==> config.mk <==
export PLATFORM = sky130hd
export DESIGN_NAME = smb_ptr_slave
export DESIGN_NICKNAME = d
export VERILOG_FILES = /design/src/rtl/smb_pkg.sv /design/src/rtl/smb_line_sync.sv /design/src/rtl/smb_ptr_core.sv /design/src/rtl/smb_ptr_slave.sv
export SDC_FILE = /design/constraint.sdc
export NUM_CORES = 1
export LEC_CHECK = 0
export BUFFER_PORTS_ARGS = -buffer_cell sky130_fd_sc_hd__buf_2
export CAP_MARGIN = 20
export CORE_MARGIN = 5
export CORE_UTILIZATION = 45
export CTS_BUF_LIST = sky130_fd_sc_hd__clkbuf_8
export DETAILED_ROUTE_END_ITERATION = 16
export GPL_ROUTABILITY_DRIVEN = 0
export PLACE_DENSITY_LB_ADDON = 0.2
export SLEW_MARGIN = 5
export SYNTH_ARGS = -nofsm -noshare
export SYNTH_HDL_FRONTEND = slang
export SYNTH_HIERARCHICAL = 1
export SYNTH_SLANG_ARGS = --single-unit
==> constraint.sdc <==
create_clock -name clk -period 4 [get_ports clk]
set_input_delay 0 -clock clk [delete_from_list [all_inputs] [get_ports clk]]
set_output_delay 0 -clock clk [all_outputs]
set_load 0.02 [all_outputs]
==> src/rtl/smb_pkg.sv <==
package smb_pkg;

  typedef enum logic [2:0] {
    S_IDLE,
    S_ADDR,
    S_RX,
    S_ACK,
    S_TX,
    S_MACK
  } smb_state_e;

  // Address byte: bits [7:1] carry the device address, bit 0 the direction.
  function automatic logic addr_hit(input logic [7:0] frame, input logic [6:0] own);
    return frame[7:1] == own;
  endfunction

  function automatic logic is_read(input logic [7:0] frame);
    return frame[0];
  endfunction

  // Write-byte counter saturates so that trailing bytes are all treated alike.
  function automatic logic [1:0] bump_sat(input logic [1:0] n);
    return (n == 2'd2) ? n : n + 2'd1;
  endfunction

endpackage

==> src/rtl/smb_line_sync.sv <==
module smb_line_sync #(
  parameter int STAGES = 2
) (
  input  logic clk,
  input  logic rst_n,
  input  logic scl_i,
  input  logic sda_i,
  output logic scl_s,
  output logic sda_s,
  output logic scl_rise,
  output logic scl_fall,
  output logic start_evt,
  output logic stop_evt
);

  logic [STAGES-1:0] scl_ff;
  logic [STAGES-1:0] sda_ff;
  logic              scl_q;
  logic              sda_q;

  generate
    if (STAGES == 1) begin : g_one
      always_ff @(posedge clk or negedge rst_n) begin
        if (!rst_n) begin
          scl_ff <= '1;
          sda_ff <= '1;
        end else begin
          scl_ff <= scl_i;
          sda_ff <= sda_i;
        end
      end
    end else begin : g_many
      always_ff @(posedge clk or negedge rst_n) begin
        if (!rst_n) begin
          scl_ff <= '1;
          sda_ff <= '1;
        end else begin
          scl_ff <= {scl_ff[STAGES-2:0], scl_i};
          sda_ff <= {sda_ff[STAGES-2:0], sda_i};
        end
      end
    end
  endgenerate

  always_ff @(posedge clk or negedge rst_n) begin
    if (!rst_n) begin
      scl_q <= 1'b1;
      sda_q <= 1'b1;
    end else begin
      scl_q <= scl_s;
      sda_q <= sda_s;
    end
  end

  assign scl_s     = scl_ff[STAGES-1];
  assign sda_s     = sda_ff[STAGES-1];
  assign scl_rise  = scl_s & ~scl_q;
  assign scl_fall  = ~scl_s & scl_q;
  assign start_evt = scl_s & scl_q & sda_q & ~sda_s;
  assign stop_evt  = scl_s & scl_q & ~sda_q & sda_s;

endmodule

==> src/rtl/smb_ptr_core.sv <==
module smb_ptr_core
  import smb_pkg::*;
#(
  parameter logic [6:0] SLV_ADDR = 7'h2E,
  parameter int         DW       = 8
) (
  input  logic          clk,
  input  logic          rst_n,
  input  logic          scl_s,
  input  logic          sda_s,
  input  logic          scl_rise,
  input  logic          scl_fall,
  input  logic          start_evt,
  input  logic          stop_evt,
  input  logic [DW-1:0] reg_rdata,
  output logic          sda_oe,
  output logic [DW-1:0] ptr,
  output logic          reg_we,
  output logic [DW-1:0] reg_wdata
);

  localparam int CW = $clog2(DW + 1);
  localparam logic [CW-1:0] FULL = CW'(DW);
  localparam logic [CW-1:0] LAST = CW'(DW - 1);

  smb_state_e    st;
  logic [CW-1:0] cnt;
  logic [DW-1:0] sh;
  logic [DW-1:0] tx;
  logic [1:0]    nbyte;
  logic          rw;
  logic          mack;

  // Named events for the checks below.
  wire byte_in_done = scl_fall && (cnt == FULL);
  wire bit_sample   = scl_rise && (cnt < FULL);

  always_ff @(posedge clk or negedge rst_n) begin
    if (!rst_n) begin
      st        <= S_IDLE;
      cnt       <= '0;
      sh        <= '0;
      tx        <= '0;
      nbyte     <= '0;
      rw        <= 1'b0;
      mack      <= 1'b1;
      sda_oe    <= 1'b0;
      ptr       <= '0;
      reg_we    <= 1'b0;
      reg_wdata <= '0;
    end else begin
      reg_we <= 1'b0;
      if (start_evt) begin
        st     <= S_ADDR;
        cnt    <= '0;
        nbyte  <= '0;
        sda_oe <= 1'b0;
      end else if (stop_evt) begin
        st     <= S_IDLE;
        sda_oe <= 1'b0;
      end else begin
        unique case (st)
          S_ADDR, S_RX: begin
            if (bit_sample) begin
              sh  <= {sh[DW-2:0], sda_s};
              cnt <= cnt + 1'b1;
            end else if (byte_in_done) begin
              cnt <= '0;
              if (st == S_ADDR) begin
                if (addr_hit(sh, SLV_ADDR)) begin
                  rw     <= is_read(sh);
                  sda_oe <= 1'b1;
                  st     <= S_ACK;
                end else begin
                  st <= S_IDLE;
                end
              end else begin
                sda_oe <= 1'b1;
                st     <= S_ACK;
                nbyte  <= bump_sat(nbyte);
                if (nbyte == 2'd0) begin
                  ptr <= sh;
                end else if (nbyte == 2'd1) begin
                  reg_we    <= 1'b1;
                  reg_wdata <= sh;
                end
              end
            end
          end
          S_ACK: begin
            if (scl_fall) begin
              cnt <= '0;
              if (rw) begin
                tx     <= reg_rdata;
                sda_oe <= ~reg_rdata[DW-1];
                st     <= S_TX;
              end else begin
                sda_oe <= 1'b0;
                st     <= S_RX;
              end
            end
          end
          S_TX: begin
            if (scl_fall) begin
              if (cnt == LAST) begin
                sda_oe <= 1'b0;
                st     <= S_MACK;
              end else begin
                tx     <= tx << 1;
                sda_oe <= ~tx[DW-2];
                cnt    <= cnt + 1'b1;
              end
            end
          end
          S_MACK: begin
            if (scl_rise) mack <= sda_s;
            if (scl_fall) begin
              cnt <= '0;
              if (!mack) begin
                tx     <= reg_rdata;
                sda_oe <= ~reg_rdata[DW-1];
                st     <= S_TX;
              end else begin
                st <= S_IDLE;
              end
            end
          end
          default: st <= S_IDLE;
        endcase
      end
    end
  end


  oe_rise_low_chk: assert property (@(posedge clk) disable iff (!rst_n)
    $rose(sda_oe) |-> !scl_s);


  we_single_chk: assert property (@(posedge clk) disable iff (!rst_n)
    reg_we |=> !reg_we);


  ptr_hold_high_chk: assert property (@(posedge clk) disable iff (!rst_n)
    !$stable(ptr) |-> !scl_s);


  stop_release_chk: assert property (@(posedge clk) disable iff (!rst_n)
    stop_evt |=> !sda_oe);


  idle_quiet_chk: assert property (@(posedge clk) disable iff (!rst_n)
    (st == S_IDLE) |-> !sda_oe);

endmodule

==> src/rtl/smb_ptr_slave.sv <==
module smb_ptr_slave #(
  parameter logic [6:0] SLV_ADDR    = 7'h2E,
  parameter int         SYNC_STAGES = 2
) (
  input  logic       clk,
  input  logic       rst_n,
  input  logic       scl_i,
  input  logic       sda_i,
  output logic       sda_oe,
  output logic [7:0] reg_addr,
  output logic [7:0] reg_wdata,
  output logic       reg_we,
  input  logic [7:0] reg_rdata
);

  logic scl_s, sda_s, scl_rise, scl_fall, start_evt, stop_evt;

  smb_line_sync #(.STAGES(SYNC_STAGES)) u_sync (
    .clk       (clk),
    .rst_n     (rst_n),
    .scl_i     (scl_i),
    .sda_i     (sda_i),
    .scl_s     (scl_s),
    .sda_s     (sda_s),
    .scl_rise  (scl_rise),
    .scl_fall  (scl_fall),
    .start_evt (start_evt),
    .stop_evt  (stop_evt)
  );

  smb_ptr_core #(.SLV_ADDR(SLV_ADDR), .DW(8)) u_core (
    .clk       (clk),
    .rst_n     (rst_n),
    .scl_s     (scl_s),
    .sda_s     (sda_s),
    .scl_rise  (scl_rise),
    .scl_fall  (scl_fall),
    .start_evt (start_evt),
    .stop_evt  (stop_evt),
    .reg_rdata (reg_rdata),
    .sda_oe    (sda_oe),
    .ptr       (reg_addr),
    .reg_we    (reg_we),
    .reg_wdata (reg_wdata)
  );

endmodule

* After elaboration in Yosys (flattened, before gate mapping)
Cells that the tools add are included.
** Storage, ports and cells
- Flip-flop bits (word level) :: 50
- Bits of input ports :: 12
- Output and inout bits :: 18
- Logic and storage cells :: 144
** Operators by class
- Add/subtract/negate cells :: 2
- Order comparisons :: 1
- Eq/ne operators :: 32
- Muxes and demuxes :: 56
- Bitwise gates (word level) :: 18
- Reduce and logical (&&, ||, !) cells :: 20
** Operators by type and width (number)
- two-way mux 7 bit :: 6
- two-way mux 3 bit :: 10
- two-way mux 4 bit :: 7
- one-hot mux 7 bit (3 select lines) :: 1
- two-way mux 1 bit :: 20
- inequality test 4 x 3 -> 1 bit (second input constant) :: 5
- two-way mux 2 bit :: 9
- AND reduction 6 bit :: 3
- AND reduction 8 bit :: 2
- AND reduction 7 bit :: 2
- inequality test 2 bit (second input constant) :: 6
- one-hot mux 3 bit (4 select lines) :: 1
- one-hot mux 4 bit (3 select lines) :: 1
- NOT 1 bit :: 11
- AND reduction 9 bit :: 1
- inequality test 2 x 1 -> 1 bit (second input constant) :: 4
- inequality test 4 bit (second input constant) :: 2
- AND reduction 4 bit :: 2
- bitwise AND 1 bit :: 7
- equality test 7 x 6 -> 1 bit (second input constant) :: 1
- equality test 3 x 2 -> 1 bit (second input constant) :: 2
- equality test 3 bit (second input constant) :: 2
- nonzero test 6 bit :: 1
- inequality test 5 bit (second input constant) :: 1
- other kinds (19) :: 22

* Logic depth before layout (Yosys ltp)
- Word-level depth :: 9
- Gate-level depth with buffers :: 7
- Gate-level depth less buffers :: 6

* Modules after synthesis
The synthesis kept the hierarchy.
** By module, submodules not included
- smb_ptr_core :: times used 1, cells each 198, area an instance 2376.0 um^2, seq. area each 1102.3 um^2
- smb_line_sync :: times used 1, cells each 10, area an instance 190.2 um^2, seq. area each 157.7 um^2

* Worst setup path after synthesis
Ideal clock, no wire load.
- Path kind :: flip-flop to flip-flop
- Start :: reg u_sync.sda_q
- End :: reg u_core.tx[1]
- Library setup time :: 125 ps
- Arrival time :: 2051 ps
- Data required time :: 3875 ps
- Path slack :: 1824 ps
- Cell stages (with the launch flop) :: 6
- Buffers on the path :: 1
- Period minus slack after synthesis :: 2176 ps
- Cells stage by stage :: dfstp_2 > and4b_1 > or2_2 > clkbuf_1 > nor4b_4 > mux2_2
** Between the ends
- Word-level cells in the longest chain between the ends :: 5
- Elaborated cells on any way between the ends :: 8
- Those cells by class :: bitwise (7); reduce/logical (1)
** Ends and longest elaborated chain
- start: declaration :: line smb_line_sync.sv:19 : logic sda_q;
- start signal: assignment :: line smb_line_sync.sv:51 : sda_q <= sda_s;
- NOT 1 bit :: line smb_line_sync.sv:60 : assign stop_evt = scl_s & scl_q & ~sda_q & sda_s;
- bitwise AND 1 bit (2 in series) :: line smb_line_sync.sv:60
- net stop_evt :: line smb_ptr_slave.sv:16 : logic scl_s, sda_s, scl_rise, scl_fall, start_evt, stop_evt;
- NOT 1 bit (no source line)
- AND reduction 9 bit (no source line)
- end signal: assignment :: line smb_ptr_core.sv:94 : tx <= reg_rdata;
- end signal: assignment :: line smb_ptr_core.sv:109 : tx <= tx << 1;
- end signal: assignment :: line smb_ptr_core.sv:120 : tx <= reg_rdata;
- end: declaration :: line smb_ptr_core.sv:29 : logic [DW-1:0] tx;
The timed path passes the listed nets, and every way through them passes these cells.
A chain may end at the register's enable or synchronous reset.

* Worst setup path after layout
- Start :: reg u_sync.sda_ff[1]
- End :: reg u_core.tx[2]
** Between the ends
- Word-level cells in the longest chain between the ends :: 4
- Elaborated cells on any way between the ends :: 6
- Those cells by class :: bitwise (5); reduce/logical (1)
** Ends and longest elaborated chain
- start: declaration :: line smb_line_sync.sv:17 : logic [STAGES-1:0] sda_ff;
- start signal: assignment :: line smb_line_sync.sv:39 : sda_ff <= {sda_ff[STAGES-2:0], sda_i};
- NOT 1 bit :: line smb_line_sync.sv:59 : assign start_evt = scl_s & scl_q & sda_q & ~sda_s;
- bitwise AND 1 bit :: line smb_line_sync.sv:59
- net start_evt :: line smb_ptr_slave.sv:16
- NOT 1 bit (no source line)
- AND reduction 9 bit (no source line)
The timed path passes the listed nets, and every way through them passes these cells.

==> metrics.md <==
| Metric | Value |
|---|---|
| R2R depth | `4` |
| Port bufs | `29` |
| Top cells by count, synth | `dfrtp_1, mux2_2, inv_1` |
| Worst Hold Path EP | `u_core/tx[1]` |
| Mapped Avg Cell Area | `~12 um^2` |
| Post-CTS Resized | `0` |
| Final WS setup | `approximately 1.6 ns` |
| Number of synthesized flops with an enable pin | `0` |
| Synth cell types | `53` |
| # fillers | `a little under 500` |
| Ys flop type | `dfrtp_1` |
| Ys async rst share | `1.00` |
| Compound-Gate Fraction of Synth Area | `0.0814` |
| Global-route usage over all layers | `0.145` |
| Achievable Freq | `around 420 MHz` |
| Register area | `1260 um^2` |
| Post-synthesis xor/xnor area fraction | `0.00975` |
| I/O pin cnt | `30` |
| Min-delay src | `reg_rdata[1]` |
| Routed wire per std cell | `15.4 um` |
| CTS Sinks | `50` |
| Rows | `27` |
| FF+latch count, synth | `50` |
| Root Driver | `clkbuf_8` |
| TritonCTS clock tree | `done` |
| Placed cell areas | `roughly 2700 um^2` |
| Clock-pin slew on the worst setup and hold paths | `around 0.090 ns` |
| Worst r2r src | `u_sync/sda_ff[1]` |
| Pin count of the biggest net entering global routing | `roughly 50` |
| Die area | `7310 um^2` |
| Worst path arrival time | `between 2 and 3 ns` |
| Routed vias/inst | `between 5 and 6` |
| Period utilization | `0.597` |
| Slew @ Worst Pin | `a little under 0.7 ns` |
| Residual DRC | `0` |
| Final WL | `between 4 and 5 mm` |
| Worst skew pair latency | `around 0.30 ns` |
| Die width | `85.5 um` |
| GRT overflow | `0` |
| Final Max Slew Viols | `0` |
| Most common cell in the netlist | `dfrtp_1` |
| Sequential share of the synthesized area | `0.491` |
| Area leader, netlist | `dfrtp_1` |
| Setup Crit Path Kind | `reg2reg` |
| Routed Antenna Nets | `0` |
| RSZ-0062 raised after global routing | `false` |
| Crit start category | `flop` |
| Synthesized area | `~2600 um^2` |
| Flop2flop setup slack | `about 1.6 ns` |
| VDD IR max | `between 300 and 400 uV` |
| Starting DRT DRC Count | `about 110` |
| Post-synthesis mux area share | `0.181` |
| Number of global-route vias before repair | `between 1500 and 2000` |
| Starting density of the core | `0.463` |
| Setup TNS | `0 ns` |
| Final instance area | `roughly 2900 um^2` |
| Number of max-cap violations | `0` |
| Design Power | `about 1.6 mW` |
| Post-CTS Setup Bufs | `0` |
| Number of antenna diodes | `0` |
| Post-layout min period | `between 2 and 2.5 ns` |
| CTS buffer count | `5` |
| Hold WC Path Type | `in2reg` |
| Final Hold Viols | `0` |
| Critical R2R Capture | `u_core/tx[2]` |
| # nets final | `258` |
| Clock Path Buffers | `2` |
| Setup Skew | `~0.0086 ns` |
| WHS Path Cells | `4` |
| Final cell count without fillers | `314` |
| Inst Count DP | `~300` |
| Req. time, crit path | `approximately 4.2 ns` |
| Cell Pwr Density | `539 nW/um^2` |
| Final setup viols | `0` |
| Total leakage power | `approximately 1.4 nW` |
| H-tree levels | `2` |
| Multi-input gate area | `1200 um^2` |
| Slew HR | `0.547` |
| Hold-fix buffers, CTS | `5` |
| Simple-gate share of the synthesized area | `0.173` |
| DR vias | `roughly 1700` |
| Pre-CTS WS | `roughly 1.6 ns` |
| Synthesis-to-finish area growth | `12.6%` |
| Mapped Nets | `225` |
| First-pass GRT wire length | `8.63 mm` |
| Worst Path Max Fanout | `11` |
| Core ar. | `5540 um^2` |
| Dpl hpwl | `3.42 mm` |
| Gate Count Post-Synth | `around 210` |
| Synth Area in Adders | `0.0244` |
| Synth warn | `6` |
| Top cells by area, synth | `dfrtp_1, mux2_2, dfstp_2` |
| First drt pass iteration count | `4` |
| Worst Setup End Kind | `flop` |
| Yosys top cell area share | `0.419` |
| Layout cells sized above 1 | `0.364` |
| Chip height | `between 80 and 90 um` |
| Initial antenna violation count | `0` |
| Largest family of logic cells by synthesized area | `multiplexers` |
| Status | `finished, final reports clean` |
## stage by stage
step	util	hold WS, ns
detailed placement	0.495	0.107
global route	0.521	0.0521
finish	0.521	0.0456
floorplan	-	-0.296
CTS	0.521	0.0397
global placement	0.495	0.105
## flip-flops by register name, summed over array words and instances, names as in the netlist
name              cells
u_core/sda_oe         1
u_core/reg_we         1
u_core/ptr            8
u_sync/sda_ff         2
u_core/cnt            4
u_sync/scl_q          1
u_core/nbyte          2
u_sync/scl_ff         2
u_core/sh             8
u_core/st             3
u_core/reg_wdata      8
u_core/mack           1
u_sync/sda_q          1
u_core/tx             7
u_core/rw             1
## layout by cell type (no fill, tap or decap), types with 6 or more instances in the layout
cell type  instances
buf_2             29
clkbuf_8           6
dfrtp_1           43
dfstp_2            7
inv_1             11
mux2_2            32
mux2i_1            7
nand2b_1           6
nor2_1             6
nor2b_1            8
nor3_1             6
## final cells by class
cell class	instances	share of cell area
Multi-Input combinational cell	139	0.417
Timing Repair Buffer	35	0.0702
Sequential cell	50	0.436
Tap cell	72	0.0312
Clock inverter	2	0.00433
Inverter	10	0.0130
Clock buffer	6	0.0286
## metal layers
metal | vias to the layer above | wire length (um) | GRT usage | share of wire
li1 | 827 | - | - | -
met1 | 825 | 2490 | 0.212 | 0.52
met2 | 25 | 2170 | 0.215 | 0.45
met3 | 4 | 128 | 0.0317 | 0.026
met4 | 0 | 50 | 0.0475 | 0.010
met5 | - | 0 | 0 | 0
## logic make-up (layout without fill, tap and decap cells)
kind of cell             after synthesis  in the layout
XOR/XNOR                               2              2
multiplexers                          42             42
adder cells (fa/ha/maj)                5              5
buffers and inverters                 19             53
flip-flops                            50             50
AO/OA/AOI/OAI                         28             28
AND/OR/NAND/NOR                       62             62
## critical path, cell delays in order (launching register included)
cell and delay, ns:
dfstp_2 0.56, and4b_1 0.34, or2_2 0.42, nor4b_4 0.56, mux2_2 0.40
## report_power, final
group	switching, mW	internal [mW]	total, mW
clock	0.166	0.141	0.307
combinational	0.247	0.269	0.516
sequential	0.126	0.609	0.735
## worst max path at each step
| stage | startpoint | endpoint | slack [ns] |
|---|---|---|---|
| after CTS | u_sync/sda_ff[1] | u_core/tx[2] | 1.60 |
| after global routing | u_sync/scl_q | u_core/tx[2] | 1.45 |
| after detailed placement | u_sync/sda_ff[1] | u_core/tx[2] | 1.62 |
| after floorplan | u_sync/sda_q | u_core/tx[1] | 1.82 |
| after global placement | u_sync/sda_ff[1] | u_core/tx[3] | 1.62 |
| final | u_sync/sda_ff[1] | u_core/tx[2] | 1.61 |
Note: power is estimated with default switching activity, not from simulation.
